## config.mk

```make
export PLATFORM = sky130hd
export DESIGN_NAME = dataflow_pe
export DESIGN_NICKNAME = d
export VERILOG_FILES = /design/src/rtl/dfpe_pkg.sv /design/src/rtl/dfpe_rst_sync.sv /design/src/rtl/dfpe_fifo.sv /design/src/rtl/dfpe_alu.sv /design/src/rtl/dfpe_cfg.sv /design/src/rtl/dataflow_pe.sv
export SDC_FILE = /design/constraint.sdc
export NUM_CORES = 1
export LEC_CHECK = 0
export BUFFER_PORTS_ARGS = -buffer_cell sky130_fd_sc_hd__clkbuf_2
export CAP_MARGIN = 20
export CORE_ASPECT_RATIO = 2
export CORE_MARGIN = 2
export CORE_UTILIZATION = 66
export DETAILED_ROUTE_END_ITERATION = 6
export PLACE_DENSITY = 0.92
export SYNTH_ARGS = -nofsm -noshare
export SYNTH_HDL_FRONTEND = slang
export SYNTH_SLANG_ARGS = --single-unit
```

## constraint.sdc

```tcl
create_clock -name clk -period 2.85 [get_ports clk]
set_input_delay 0.1425 -clock clk [delete_from_list [all_inputs] [get_ports clk]]
set_output_delay 0.1425 -clock clk [all_outputs]
set_load 0.01 [all_outputs]
```

## src/rtl/dfpe_pkg.sv

```systemverilog
package dfpe_pkg;
  localparam int OP_W = 3;

  typedef enum logic [OP_W-1:0] {
    OP_ADD = 3'd0,
    OP_SUB = 3'd1,
    OP_AND = 3'd2,
    OP_OR  = 3'd3,
    OP_XOR = 3'd4,
    OP_LTU = 3'd5,
    OP_EQ  = 3'd6,
    OP_NUL = 3'd7
  } pe_op_e;
endpackage

```

## src/rtl/dfpe_rst_sync.sv

```systemverilog
module dfpe_rst_sync #(
  parameter int STAGES = 2
) (
  input  logic clk,
  input  logic rst_n_in,
  output logic rst_n_out
);
  logic [STAGES-1:0] sync_q;
  logic [STAGES-1:0] sync_d;

  always_comb begin
    sync_d = {sync_q[STAGES-2:0], 1'b1};
  end

  always_ff @(posedge clk or negedge rst_n_in) begin
    if (!rst_n_in) sync_q <= '0;
    else           sync_q <= sync_d;
  end

  assign rst_n_out = sync_q[STAGES-1];
endmodule

```

## src/rtl/dfpe_fifo.sv

```systemverilog
module dfpe_fifo #(
  parameter int W     = 32,
  parameter int DEPTH = 4,
  localparam int PW   = (DEPTH > 1) ? $clog2(DEPTH) : 1,
  localparam int LW   = $clog2(DEPTH + 1)
) (
  input  logic         clk,
  input  logic         rst_n,
  input  logic         push,
  input  logic [W-1:0] din,
  input  logic         pop,
  output logic [W-1:0] dout,
  output logic         full,
  output logic         empty,
  output logic [LW-1:0] level
);
  logic [W-1:0]  slot [DEPTH];
  logic [PW-1:0] wr_q, wr_d, rd_q, rd_d;
  logic [LW-1:0] cnt_q, cnt_d;

  always_comb begin
    wr_d  = wr_q;
    rd_d  = rd_q;
    cnt_d = cnt_q;
    if (push) wr_d = (wr_q == PW'(DEPTH - 1)) ? '0 : wr_q + 1'b1;
    if (pop)  rd_d = (rd_q == PW'(DEPTH - 1)) ? '0 : rd_q + 1'b1;
    if (push && !pop)      cnt_d = cnt_q + 1'b1;
    else if (pop && !push) cnt_d = cnt_q - 1'b1;
  end

  always_ff @(posedge clk or negedge rst_n) begin
    if (!rst_n) begin
      wr_q  <= '0;
      rd_q  <= '0;
      cnt_q <= '0;
    end else begin
      wr_q  <= wr_d;
      rd_q  <= rd_d;
      cnt_q <= cnt_d;
    end
  end

  always_ff @(posedge clk) begin
    if (push) slot[wr_q] <= din;
  end

  assign dout  = slot[rd_q];
  assign full  = (cnt_q == LW'(DEPTH));
  assign empty = (cnt_q == '0);
  assign level = cnt_q;
endmodule

```

## src/rtl/dfpe_alu.sv

```systemverilog
module dfpe_alu
  import dfpe_pkg::*;
#(
  parameter int DATA_W = 32
) (
  input  pe_op_e            op,
  input  logic [DATA_W-1:0] a,
  input  logic [DATA_W-1:0] b,
  output logic [DATA_W-1:0] y
);
  always_comb begin
    unique case (op)
      OP_ADD:  y = a + b;
      OP_SUB:  y = a - b;
      OP_AND:  y = a & b;
      OP_OR:   y = a | b;
      OP_XOR:  y = a ^ b;
      OP_LTU:  y = {{(DATA_W-1){1'b0}}, (a < b)};
      OP_EQ:   y = {{(DATA_W-1){1'b0}}, (a == b)};
      default: y = '0;
    endcase
  end
endmodule

```

## src/rtl/dfpe_cfg.sv

```systemverilog
module dfpe_cfg
  import dfpe_pkg::*;
#(
  parameter int ADDR_W = 8,
  parameter logic [ADDR_W-1:0] NODE_ADDR = 'h2A,
  localparam int WORD_W = ADDR_W + OP_W
) (
  input  logic              clk,
  input  logic              rst_n,
  input  logic              cfg_valid,
  input  logic [WORD_W-1:0] cfg_word,
  input  logic              idle,
  output logic              loaded,
  output pe_op_e            op
);
  logic   loaded_d;
  pe_op_e op_d;
  logic   hit;
  logic   take;

  always_comb begin
    hit      = cfg_valid && (cfg_word[WORD_W-1:OP_W] == NODE_ADDR);
    take     = hit && (!loaded || idle);
    loaded_d = loaded || take;
    op_d     = take ? pe_op_e'(cfg_word[OP_W-1:0]) : op;
  end

  always_ff @(posedge clk or negedge rst_n) begin
    if (!rst_n) begin
      loaded <= 1'b0;
      op     <= OP_ADD;
    end else begin
      loaded <= loaded_d;
      if (take) op <= op_d;
    end
  end
endmodule

```

## src/rtl/dataflow_pe.sv

```systemverilog
module dataflow_pe
  import dfpe_pkg::*;
#(
  parameter int DATA_W    = 32,
  parameter int ADDR_W    = 8,
  parameter logic [ADDR_W-1:0] NODE_ADDR = 'h2A,
  parameter int IN_DEPTH  = 4,
  parameter int OUT_DEPTH = 2,
  localparam int WORD_W   = ADDR_W + OP_W,
  localparam int IN_LW    = $clog2(IN_DEPTH + 1),
  localparam int OUT_LW   = $clog2(OUT_DEPTH + 1)
) (
  input  logic              clk,
  input  logic              rst_n,
  input  logic              cfg_valid,
  input  logic [WORD_W-1:0] cfg_word,
  input  logic              opa_valid,
  input  logic [DATA_W-1:0] opa_data,
  output logic              opa_ready,
  input  logic              opb_valid,
  input  logic [DATA_W-1:0] opb_data,
  output logic              opb_ready,
  output logic              res_valid,
  output logic [DATA_W-1:0] res_data,
  input  logic              res_ready
);
  logic rst_q_n;

  logic a_push, a_full, a_empty;
  logic b_push, b_full, b_empty;
  logic o_full, o_empty, o_pop;
  logic [DATA_W-1:0] a_head, b_head, alu_y;
  logic [IN_LW-1:0]  a_level, b_level;
  logic [OUT_LW-1:0] o_level;

  logic   loaded, idle, fire;
  pe_op_e cur_op;

  dfpe_rst_sync #(.STAGES(2)) u_rst (
    .clk(clk), .rst_n_in(rst_n), .rst_n_out(rst_q_n)
  );

  dfpe_cfg #(.ADDR_W(ADDR_W), .NODE_ADDR(NODE_ADDR)) u_cfg (
    .clk(clk), .rst_n(rst_q_n), .cfg_valid(cfg_valid), .cfg_word(cfg_word),
    .idle(idle), .loaded(loaded), .op(cur_op)
  );

  dfpe_fifo #(.W(DATA_W), .DEPTH(IN_DEPTH)) u_qa (
    .clk(clk), .rst_n(rst_q_n), .push(a_push), .din(opa_data), .pop(fire),
    .dout(a_head), .full(a_full), .empty(a_empty), .level(a_level)
  );

  dfpe_fifo #(.W(DATA_W), .DEPTH(IN_DEPTH)) u_qb (
    .clk(clk), .rst_n(rst_q_n), .push(b_push), .din(opb_data), .pop(fire),
    .dout(b_head), .full(b_full), .empty(b_empty), .level(b_level)
  );

  dfpe_alu #(.DATA_W(DATA_W)) u_alu (
    .op(cur_op), .a(a_head), .b(b_head), .y(alu_y)
  );

  dfpe_fifo #(.W(DATA_W), .DEPTH(OUT_DEPTH)) u_qo (
    .clk(clk), .rst_n(rst_q_n), .push(fire), .din(alu_y), .pop(o_pop),
    .dout(res_data), .full(o_full), .empty(o_empty), .level(o_level)
  );

  always_comb begin
    opa_ready = !a_full;
    opb_ready = !b_full;
    a_push    = opa_valid && opa_ready;
    b_push    = opb_valid && opb_ready;
    fire      = loaded && !a_empty && !b_empty && !o_full;
    res_valid = !o_empty;
    o_pop     = res_valid && res_ready;
    idle      = a_empty && b_empty && o_empty;
  end
endmodule

```

==> impl_results.md, run 1 <==
- Status: stopped before the end
- Last stage: global routing (5_1_grt)
- Err: [ERROR GRT-0232] Routing congestion too high. Check the congestion heatmap in the GUI.
- Total track usage: 0.730
- Yosys reg bits: 344
- CTS max path bufs: 3
- I/O Pins: 116
- Syn Std Cell Area: 0.0180 sq mm
- Number of distinct library cells after synthesis: 80
- Top FF cell, synth: edfxtp_1
- Die height: 238 um
- Placed cell area: 0.0216 sq mm
- Synth Instances: 1398
- Post-synthesis mux area share: 0.107
- Synth Area in Simple Gates: 0.0770
- Top cells by area, synth: edfxtp_1, mux4_2, ha_1, dfrtp_1, a21oi_1
- Seq/Total Area, Yosys: 0.566
- Synth top area share: 0.532
- Syn avg cell area: 12.9 sq um
- EDFF count, synth: 320
- Congestion Overflow GR: 7
- Die Width: 121 um
- Placed Cells: 2114
- Buffers on Ports: 115
- Synth Warn #: 0
- Largest net degree at the start of global routing: 33
- Rows: 85
- Root Buffer: clkbuf_16
- Main combinational cell family by area after synthesis: compound AO/OA/AOI/OAI gates
- Post-Synth XOR/XNOR Area: 0.0126
- Final GP Congestion: 1.11
- TritonCTS Buffers: 27
- Htree depth: 1
- Synth async-reset ratio: 0.0698
- Post-synthesis compound-gate area fraction: 0.119
- Post-synth top area cell: edfxtp_1
- Post-Synth Adder-Cell Area: 0.0807
- Synthesized net count: 1593
- Initial Util: 0.671
- Clock Sinks: 344
- HPWL Detailed: 40.6 mm
-- repair_timing --
action	CTS
cloned	1
hold buffers	70
gates resized for setup	180
buffers inserted	37
endpoints found under the hold margin	262
pin swaps	61
endpoints found under the setup margin	64
-- logic make-up after synthesis --
group	Yosys count
buffers and inverters	180
other	1
adders and majority gates	114
and+or+nand+nor	296
xor gates and xnor gates	26
AOI/OAI and AO/OA	330
muxes	107
DFF	344
-- through the flow --
step	util	setup WS [ns]	TNS [ns]
2_1_floorplan	-	-0.763	-24.35
3_5_place_dp	0.803	-1.12	-46.93
3_3_place_gp	0.803	-1.08	-39.17
4_1_cts	0.904	-1.01	-44.57
-- layer usage --
layer,overflow,global-route usage
met5,0,0.191
met4,3,0.668
met3,0,0.574
met2,4,0.894
met1,0,0.759
-- cell usage after synthesis (5+ instances only) --
master,n
mux2_2,37
o21ai_0,64
nor4_1,12
xor2_1,8
mux2i_1,5
a32oi_1,5
a21o_1,15
nor3_1,22
o32a_1,5
o221ai_1,5
clkbuf_1,50
a21oi_1,101
nand3_1,28
buf_1,15
nor2_1,85
xnor2_1,18
a211o_1,5
buf_2,6
nor2b_1,6
ha_1,110
a221oi_1,5
or3_1,7
dfrtp_1,24
mux4_2,65
a31oi_1,9
o21bai_1,17
and3_1,10
nand4_1,6
a211oi_1,8
o31ai_1,14
nand2b_1,9
nand2_1,87
o22ai_1,19
o211ai_1,12
edfxtp_1,320
o21a_1,6
inv_1,104
==> inputs of run 2 (changes only) <==
CORE_ASPECT_RATIO = default   (was 2)
CORE_UTILIZATION = 40   (was 66)
PLACE_DENSITY = default   (was 0.92)
PLACE_DENSITY_LB_ADDON = 0.15   (was default)
==> run 2 against run 1 <==
Against the previous run:
- the flow now finishes, with violations (negative setup slack)
- synthesized cell count stayed put
- synthesized area is the same
==> impl_results.md, run 2 <==
- Status: finished, violations left (was stopped before the end)
- Failing checks: negative setup slack
- Delay-heaviest family, CP: simple AND/OR/NAND/NOR gates
- I/O Pins: 116 (unchanged)
- CTS max path bufs: 3 (unchanged)
- Layout fillers: 3648
- Die Area: 0.0468 sq mm
- Congestion Overflow GR: 0
- Top cells by area, synth: edfxtp_1, mux4_2, ha_1, dfrtp_1, a21oi_1 (unchanged)
- CP peak stage delay: 0.56 ns
- Kind of launch point of the worst setup path: register
- Remaining DRCs: 0
- Total wire length: 53.2 mm
- Seq/Total Area, Yosys: 0.566 (unchanged)
- Syn avg cell area: 12.9 sq um (unchanged)
- Fin crit period: 3.82 ns
- Yosys reg bits: 344 (unchanged)
- Initial Util: 0.406 (was 0.671)
- Synth async-reset ratio: 0.0698 (unchanged)
- Post-synth top area cell: edfxtp_1 (unchanged)
- Synthesized net count: 1593 (unchanged)
- Die height: 216 um (was 238 um)
- CP max FO: 5
- Via density per instance: 5.24
- Clock Sinks: 344 (unchanged)
- Final hold vios: 0
- Post-synthesis compound-gate area fraction: 0.119 (unchanged)
- Post-Synth XOR/XNOR Area: 0.0126 (unchanged)
- Top FF cell, synth: edfxtp_1 (unchanged)
- Non-filler instance count after layout: 2586
- Rows: 77 (was 85)
- Most frequent cells in the layout: buf_4, edfxtp_1, clkbuf_2, ha_1, nand2_1
- Most common cell after layout, fill and taps aside: buf_4
- Post-Synth Adder-Cell Area: 0.0807 (unchanged)
- Regs by FF count: u_qa.slot x128, u_qb.slot x128, u_qo.slot x64
- Root Buffer: clkbuf_16 (unchanged)
- CP Class: register to register
- Most common cell in the netlist: edfxtp_1 (unchanged)
- Final GP Congestion: 0.936 (was 1.11)
- Htree depth: 2 (was 1)
- HPWL Detailed: 39.5 mm (was 40.6 mm)
- Slew margin rel.: 0.399
- DRT Pass-1 Iters: 5
- Final setup violation count: 61
- CORE AREA: 0.0444 sq mm
- Worst Path Arrival: 4.08 ns
- Final TNS setup: -41.78 ns
- Layout cells sized above 1: 0.441
- Period utilization: 1.34
- Syn Std Cell Area: 0.0180 sq mm (unchanged)
- Buffers on Ports: 115 (unchanged)
- Synth top area share: 0.532 (unchanged)
- Worst Path Required: 3.11 ns
- Peak Freq: 0.262 GHz
- Max_cap viols: 0
- Worst setup EP type: register
- CP Buf/Inv Count: 6
- Number of distinct library cells after synthesis: 80 (unchanged)
- Synth Warn #: 0 (unchanged)
- Slowest-stage cell, CP: mux4_2
- Area grow syn2layout: 41.7%
- Placed Cells: 2394 (was 2114)
- CP Cell Sequence: buf_6, mux4_2, inv_2, ha_4, or3_4, or4_4, a21oi_4, buf_6, buf_4, buf_6, buf_6, o21a_1, nor2_1, o21ai_1, o22ai_1, a32oi_1, o22ai_1
- Worst skew pair latency: 0.56 ns
- Worst-Margin Slew: 0.901 ns
- PnR worst setup slack: -0.966 ns
- Initial antenna violation count: 3
- Slew Viols, Final: 0
- Cell with the most instances on the worst path: buf_6
- Iteration-0 DRC Markers: 896
- Main combinational cell family by area after synthesis: compound AO/OA/AOI/OAI gates (unchanged)
- EDFF count, synth: 320 (unchanged)
- Total track usage: 0.227
- Hold Crit Class: primary input to register
- First-pass GRT wire length: 80.9 mm
- Post-synthesis mux area share: 0.107 (unchanged)
- Unrepaired setup endpoints after global routing: yes
- Clock Skew: 0.0296 ns
- Synth Area in Simple Gates: 0.0770 (unchanged)
- WL per Instance: 20.6 um
- TritonCTS Buffers: 37 (was 27)
- Clk pin slew, worst setup/hold paths: 0.06 ns
- Die Width: 216 um (was 121 um)
- Post-synth top cells: edfxtp_1, ha_1, inv_1 (unchanged)
- CTS tree: built
- NumNets Final: 2161
- Largest net degree at the start of global routing: 38
- DR vias: 13500
- Synth Instances: 1398 (unchanged)
- Antenna-violating nets left: 0
- Vias in the first global route: 13700
-- run 2: worst min-delay path: stages --
cell      delay [ns]
clkbuf_2        0.11
and2_0          0.20
nand2_1         0.08
o21ai_0         0.07
-- run 2: layout make-up --
type	count	area, sq um	share of cell area
Sequential cell	344	10200	0.399
Inverter	107	402	0.0157
Timing Repair Buffer	602	4710	0.184
Antenna cell	1	2.50	0.0000979
Multi-Input combinational cell	874	8240	0.322
Clock inverter	23	290	0.0114
Tap cell	592	741	0.0290
Clock buffer	43	970	0.0379
-- run 2: worst paths after layout --
path                                  from               end  slack, ns  cells past startpoint
setup / recovery              u_qa.rd_q[0]  u_qo.slot[0][13]      -0.97                     17
hold / removal                   opa_valid      u_qa.wr_q[0]       0.09                      4
setup reg to reg              u_qa.rd_q[0]  u_qo.slot[0][13]      -0.97                     17
hold reg to reg            u_rst.sync_q[0]   u_rst.sync_q[1]       0.35                      0
max in group asynchronous  u_rst.sync_q[1]     u_qb.level[0]       1.79                      1
min in group asynchronous  u_rst.sync_q[1]      u_qa.wr_q[1]       0.37                      0
-- run 2: what timing repair did --
| item | 4_1_cts | 5_1_grt |
|---|---|---|
| hold endpoints to repair | 263 | 0 |
| endpoints found under the setup margin | 62 | 64 |
| hold buffers | 72 | 0 |
| resized for setup | 149 | 69 |
| buffers inserted | 44 | 15 |
| pin swaps | 56 | 55 |
-- run 2: stage by stage --
stage	area [sq um]	hold slack (ns)	utilization	setup WS (ns)
detailed placement	22200	-0.0698	0.500	-1.06
floorplan	18400	-0.153	-	-0.763
global placement	22200	-0.0692	0.500	-1.05
CTS	25200	0.0573	0.567	-0.957
finish	25600	0.0855	0.576	-0.966
global route	25600	0.138	0.576	-1.07
-- run 2: per-layer routing --
metal	track usage	routed length, um
met4	0.0712	1430
met2	0.354	24000
met5	0	0
met1	0.328	24900
met3	0.0366	2790
-- run 2: logic make-up after synthesis --
group,after synthesis
AO/OA/AOI/OAI,330
buffers and inverters,180
flip-flops,344
AND/OR/NAND/NOR,296
adder cells (fa/ha/maj),114
multiplexers,107
other,1
XOR/XNOR,26
Power of run 2 is not shown: default switching activity piles up to over one toggle a cycle in this logic, so the estimate is an artifact.
